[config.mk]
export PLATFORM = sky130hd
export DESIGN_NAME = cjt_unit
export DESIGN_NICKNAME = d
export VERILOG_FILES = /design/src/rtl/cjt_pkg.sv /design/src/rtl/cjt_target.sv /design/src/rtl/cjt_bounds.sv /design/src/rtl/cjt_unit.sv
export SDC_FILE = /design/constraint.sdc
export NUM_CORES = 1
export LEC_CHECK = 0
export BUFFER_PORTS_ARGS = -buffer_cell sky130_fd_sc_hd__buf_2
export CORE_MARGIN = 1
export CORE_UTILIZATION = 45
export CTS_BUF_LIST = sky130_fd_sc_hd__clkbuf_16
export CTS_CLUSTER_DIAMETER = 60
export DETAILED_ROUTE_END_ITERATION = 8
export PLACE_DENSITY_LB_ADDON = 0.05
export SLEW_MARGIN = 20
export SYNTH_ARGS = -nofsm -noshare
export SYNTH_HDL_FRONTEND = slang
export SYNTH_HIERARCHICAL = 1
export SYNTH_SLANG_ARGS = --single-unit
[constraint.sdc]
create_clock -name clk -period 14.45 [get_ports clk]
set_clock_uncertainty 0.1 [all_clocks]
set_input_delay 2.89 -clock clk [delete_from_list [all_inputs] [get_ports clk]]
set_output_delay 2.89 -clock clk [all_outputs]
set_load 0.02 [all_outputs]
[src/rtl/cjt_pkg.sv]
// Shared types and constants for the capability jump target unit.
package cjt_pkg;
    localparam int unsigned CJT_IMM_W      = 12;
    localparam int unsigned CJT_INSN_BYTES = 4;

    typedef enum logic [1:0] {
        CJT_OK  = 2'b00,
        CJT_TAG = 2'b01,
        CJT_LEN = 2'b10
    } cjt_cause_e;
endpackage

[src/rtl/cjt_target.sv]
// Forms the jump target: source address plus sign-extended offset, bit 0
// cleared, then optional folding of out-of-range upper bits.
// Assumes VAW <= XLEN and XLEN > immediate width.
module cjt_target #(
    parameter int unsigned XLEN    = 32,
    parameter int unsigned VAW     = 24,
    parameter bit          CONV_EN = 1'b1
) (
    input  logic [XLEN-1:0]               src_addr,
    input  logic [cjt_pkg::CJT_IMM_W-1:0] imm,
    output logic [XLEN-1:0]               tgt_addr
);
    localparam int unsigned EXT_W = XLEN - cjt_pkg::CJT_IMM_W;

    logic [XLEN-1:0] sum;

    // Offset add with sign extension, then clear bit 0.
    always_comb begin
        sum    = src_addr + {{EXT_W{imm[cjt_pkg::CJT_IMM_W-1]}}, imm};
        sum[0] = 1'b0;
    end

    generate
        if (CONV_EN && (VAW < XLEN)) begin : g_conv
            localparam int unsigned UP_W = XLEN - VAW;
            // Fold: upper bits become copies of the top valid bit.
            always_comb tgt_addr = {{UP_W{sum[VAW-1]}}, sum[VAW-1:0]};
        end else begin : g_pass
            // No folding configured.
            always_comb tgt_addr = sum;
        end
    endgenerate
endmodule

[src/rtl/cjt_bounds.sv]
// Length check of a jump target against unmodified bounds: the address must
// be at or above base and a full minimum-size instruction must fit below top.
module cjt_bounds #(
    parameter int unsigned XLEN = 32
) (
    input  logic [XLEN-1:0] addr,
    input  logic [XLEN-1:0] base,
    input  logic [XLEN-1:0] top,
    output logic            len_bad
);
    logic [XLEN:0] end_addr;

    // Compare with one extra bit so the end address cannot wrap.
    always_comb begin
        end_addr = {1'b0, addr} + (XLEN+1)'(cjt_pkg::CJT_INSN_BYTES);
        len_bad  = (addr < base) || (end_addr > {1'b0, top});
    end
endmodule

[src/rtl/cjt_unit.sv]
// Capability indirect jump target unit. Unseals the source, forms and folds
// the target, checks tag then length, and registers the new program-counter
// capability, the sealed link and the fault cause one cycle after in_valid.
// Assumes the caller applies the write enables only when out_valid is high.
module cjt_unit #(
    parameter int unsigned XLEN    = 32,
    parameter int unsigned VAW     = 24,
    parameter bit          CONV_EN = 1'b1
) (
    input  logic            clk,
    input  logic            rst_n,
    input  logic            in_valid,
    input  logic [XLEN-1:0] src_addr,
    input  logic [XLEN-1:0] src_base,
    input  logic [XLEN-1:0] src_top,
    input  logic            src_sealed,
    input  logic            src_tag,
    input  logic [11:0]     imm,
    input  logic [XLEN-1:0] pcc_addr,
    input  logic [XLEN-1:0] pcc_base,
    input  logic [XLEN-1:0] pcc_top,
    output logic            out_valid,
    output logic            out_exc,
    output logic [1:0]      out_cause,
    output logic            out_pc_we,
    output logic [XLEN-1:0] out_pc_addr,
    output logic [XLEN-1:0] out_pc_base,
    output logic [XLEN-1:0] out_pc_top,
    output logic            out_pc_sealed,
    output logic            out_link_we,
    output logic [XLEN-1:0] out_link_addr,
    output logic [XLEN-1:0] out_link_base,
    output logic [XLEN-1:0] out_link_top,
    output logic            out_link_sealed
);
    import cjt_pkg::*;

    logic [XLEN-1:0] tgt_addr;
    logic            len_bad;
    logic            tgt_sealed;
    cjt_cause_e      cause_c;
    logic [XLEN-1:0] link_addr_c;

    cjt_target #(.XLEN(XLEN), .VAW(VAW), .CONV_EN(CONV_EN)) u_target (
        .src_addr (src_addr),
        .imm      (imm),
        .tgt_addr (tgt_addr)
    );

    cjt_bounds #(.XLEN(XLEN)) u_bounds (
        .addr    (tgt_addr),
        .base    (src_base),
        .top     (src_top),
        .len_bad (len_bad)
    );

    // Unseal step: the target seal is cleared whatever the source held.
    assign tgt_sealed = src_sealed & 1'b0;

    // Fault selection: tag fault outranks length fault.
    always_comb begin
        if (!src_tag)     cause_c = CJT_TAG;
        else if (len_bad) cause_c = CJT_LEN;
        else              cause_c = CJT_OK;
    end

    // Return address: next sequential instruction after the jump.
    assign link_addr_c = pcc_addr + XLEN'(CJT_INSN_BYTES);

    // Control register stage: strobe, fault flag and write enables.
    always_ff @(posedge clk) begin
        if (!rst_n) begin
            out_valid   <= 1'b0;
            out_exc     <= 1'b0;
            out_cause   <= CJT_OK;
            out_pc_we   <= 1'b0;
            out_link_we <= 1'b0;
        end else begin
            out_valid   <= in_valid;
            out_exc     <= in_valid && (cause_c != CJT_OK);
            out_cause   <= in_valid ? cause_c : CJT_OK;
            out_pc_we   <= in_valid && (cause_c == CJT_OK);
            out_link_we <= in_valid && (cause_c == CJT_OK);
        end
    end

    // Data register stage: capability fields captured on each request.
    always_ff @(posedge clk) begin
        if (!rst_n) begin
            out_pc_addr     <= '0;
            out_pc_base     <= '0;
            out_pc_top      <= '0;
            out_pc_sealed   <= 1'b0;
            out_link_addr   <= '0;
            out_link_base   <= '0;
            out_link_top    <= '0;
            out_link_sealed <= 1'b0;
        end else if (in_valid) begin
            out_pc_addr     <= tgt_addr;
            out_pc_base     <= src_base;
            out_pc_top      <= src_top;
            out_pc_sealed   <= tgt_sealed;
            out_link_addr   <= link_addr_c;
            out_link_base   <= pcc_base;
            out_link_top    <= pcc_top;
            out_link_sealed <= 1'b1;
        end
    end
endmodule

==> results.cfg <==
[power_and_ir_drop]
p_int_mw = 1.03
p_comb_share_pct = 27.4
power.switching_mw = 0.515
vdd_ir_drop_max_v = 0.0000745
pwr-share-clk_pct = 33.6
p_per_area_mw_per_mm2 = 111
p_seq_share_pct = 39.0
p_total_mw = 1.54
p_leak_nw = 7.05
sw_frac_of_total_pct = 33.4

[min_path]
whs_endpoint = out_link_sealed
hp-class = flop to flop
min_from = out_link_sealed
whs_path_depth = 1

[outcome]
status = finished, final reports clean

[detailed_routing]
via_per_inst = 4.99
drt_iter0_markers = 523
drtPass1Iterations = 5
drc_errors = 0
routedWlPerCell_um = 15.8
ant_nets = 0
drt_wl_total_mm = 29.7
vias = 9397

[place]
dp_hpwl_mm = 22.8
dp.cells = 1850
io_buffers = 398
place.gp.congestion = 0.872

[worst_setup_path]
cp_max_fo = 7
crit_arrival_ns = 8.15
rr_startpoint = out_link_addr[12]
worst_r2r_endpoint = out_link_addr[12]
worstSetupPathType = input pin to flop
setup.worst_path.start_class = input pin
startpoint = src_addr[2]
r2r_slack_ns = 13.65
cp-end-kind = flop
cp.required_ns = 14.68
reg2reg_depth = 2

[timing]
worstMarginPinSlew_ns = 1.05
min_period_ns = 7.93
setup_viol = 0
maxClockFrequency_mhz = 126
rsz0062_at_grt = no
fin_crit_sh_pct = 54.8
hold_viol_final = 0
finalSetupTns_ns = 0
max-slew-margin-rel_pct = 29.7
slew_violations = 0

[global_route]
gr-usage-met3_pct = 6.17
grt_pass1_vias = 8926
top_usage_layer = met2
use_met1_pct = 28.2
antenna_found_initial = 4
grt-ovfl-total = 0
grt_max_degree = 117
grt_use_total_pct = 22.7
grt_pass1_wl_mm = 46.2
met2_usage_pct = 38.2

[synthesis]
syn_avg_cell_area_um2 = 9.41
synth_adder_area_share_pct = 9.94
synthDistinctLibCells = 70
synth_compound_area_share_pct = 9.51
synth-xor-area-share_pct = 5.73
netlist.area_leader.share_pct = 35.5
synth.most_common_cell = dfxtp_1
muxShareOfSynthArea_pct = 14.7
synth_top_family_by_area = simple AND/OR/NAND/NOR gates
yosys.area_share.simple_pct = 19.2
netlist_area_mm2 = 0.0112
synth.area.top_cells = dfxtp_1 36%, mux2i_1 15%, ha_1 9.8%
yosys_most_used_dff = dfxtp_1
synth_cells = 1186
synth_top_area_cell = dfxtp_1
yosys-top-cells-count = 198 x dfxtp_1, 167 x nor2b_1, 164 x mux2i_1
synth-seq-cells = 198
synth-edff-count = 0
syn_nets = 1483
synth-seq-area-share_pct = 35.5
synthArstFlopShare_pct = 0
synth-warning-count = 6

[final_layout]
syn_to_final_growth_pct = 25.0
fin_cells = 1885
drive_above_1_share_pct = 29.5
nets = 1842
nFillCells = 2287

[clock_network]
cts_tree = yes
clk_path_buf_depth = 2
clk-insertion-delay-late_ns = 0.44
cts.clk_slew.worst_paths_ns = 0.07
clock_sinks = 198
postCtsSetupRepairBufs = 0
cts_made_buffers = 17
cts_resized = 0
postCtsHoldBufs = 0
htreeDepth = 4
cts_root_buffer = clkbuf_16

[floorplanning]
row_count = 57
core_region_area_mm2 = 0.0243
ioPinCount = 409
start_util_pct = 45.9
dieArea_mm2 = 0.0254
die_x_um = 159
die_h_um = 159

[job]
drv_cap = 0
critical path, stage by stage:
cell	delay, ns
buf_2	0.10
ha_1	0.34
a21oi_1	0.21
a21oi_1	0.10
nor3_2	0.48
o31ai_2	0.20
nor4b_1	0.18
nor3_1	0.73
and4_1	0.36
and3_1	0.21
and3_1	0.20
and3_1	0.18
nand2_1	0.07
xnor2_1	0.14
ha_1	0.33
and3_1	0.26
nand3_1	0.10
nor3b_1	0.43
a211oi_1	0.15
a21oi_1	0.14
o2111ai_1	0.16
and3_1	0.20
state kept, by name, indices dropped and copies added, names as in the netlist:
signal           count
out_pc_addr         32
out_exc              1
out_pc_top          32
out_link_top        32
out_link_addr       32
out_link_we          1
out_valid            1
out_link_sealed      1
out_link_base       32
out_pc_base         32
out_cause            2
stage by stage:
stage	worst slack (ns)	cell area [um^2]	util, %	hold slack [ns]
2_1_floorplan	7.12	11200	-	0.475
3_3_place_gp	6.16	13300	54.6	0.335
3_5_place_dp	6.09	13300	54.6	0.350
4_1_cts	6.54	13900	57.3	0.367
5_1_grt	6.19	13900	57.3	0.380
6_report	6.52	13900	57.3	0.363
worst max-delay path by stage:
stage / slack [ns] / end / depth (start not counted)
6_report: 6.52 / out_cause[1] / 22
4_1_cts: 6.54 / out_cause[1] / 22
2_1_floorplan: 7.12 / out_cause[1] / 23
3_5_place_dp: 6.09 / out_cause[1] / 22
5_1_grt: 6.19 / out_link_we / 23
3_3_place_gp: 6.16 / out_cause[1] / 22
cell usage in the layout, fill, tap and decap left out, drive strengths merged, types with 7 or more instances in the layout:
master / count
a21o: 15
a21oi: 62
and3: 15
and4: 10
buf: 402
clkbuf: 17
clkinv: 8
dfxtp: 198
ha: 87
inv: 77
mux2i: 164
nand2: 56
nand3: 36
nand4: 23
nor2: 21
nor2b: 167
nor3: 10
o211a: 7
o21ai: 44
xnor2: 43
xor2: 30
per-layer routing:
metal | vias up | wire length [um]
li1 | 4810 | -
met1 | 4285 | 13300
met2 | 268 | 14000
met3 | 32 | 1890
met4 | 2 | 471
met5 | - | 10
final cells by class:
| type | count | area (um^2) | area share (%) |
|---|---|---|---|
| clock inverter | 15 | 230 | 1.65 |
| tap | 324 | 405 | 2.91 |
| inverter | 73 | 274 | 1.97 |
| sequential | 198 | 3960 | 28.4 |
| antenna | 3 | 7.51 | 0.0538 |
| multi-input combinational | 853 | 6600 | 47.4 |
| timing repair buffer | 402 | 2030 | 14.6 |
| clock buffer | 17 | 425 | 3.05 |
power by group through the flow:
stage / clock, mW / sequential, mW / combinational [mW]
6_report: 0.518 / 0.602 / 0.423
5_1_grt: 0.551 / 0.606 / 0.469
3_3_place_gp: 0 / 0.613 / 0.417
3_5_place_dp: 0 / 0.614 / 0.425
4_1_cts: 0.531 / 0.602 / 0.427
2_1_floorplan: 0 / 0.662 / 0.247
cell families after synthesis:
group | count (synthesis)
mux | 164
buf+inv | 135
compound gates | 167
xor+xnor | 73
flops | 198
fa+ha+maj | 88
simple gates | 359
other cells | 2
Power figures use the tool's default switching activity.
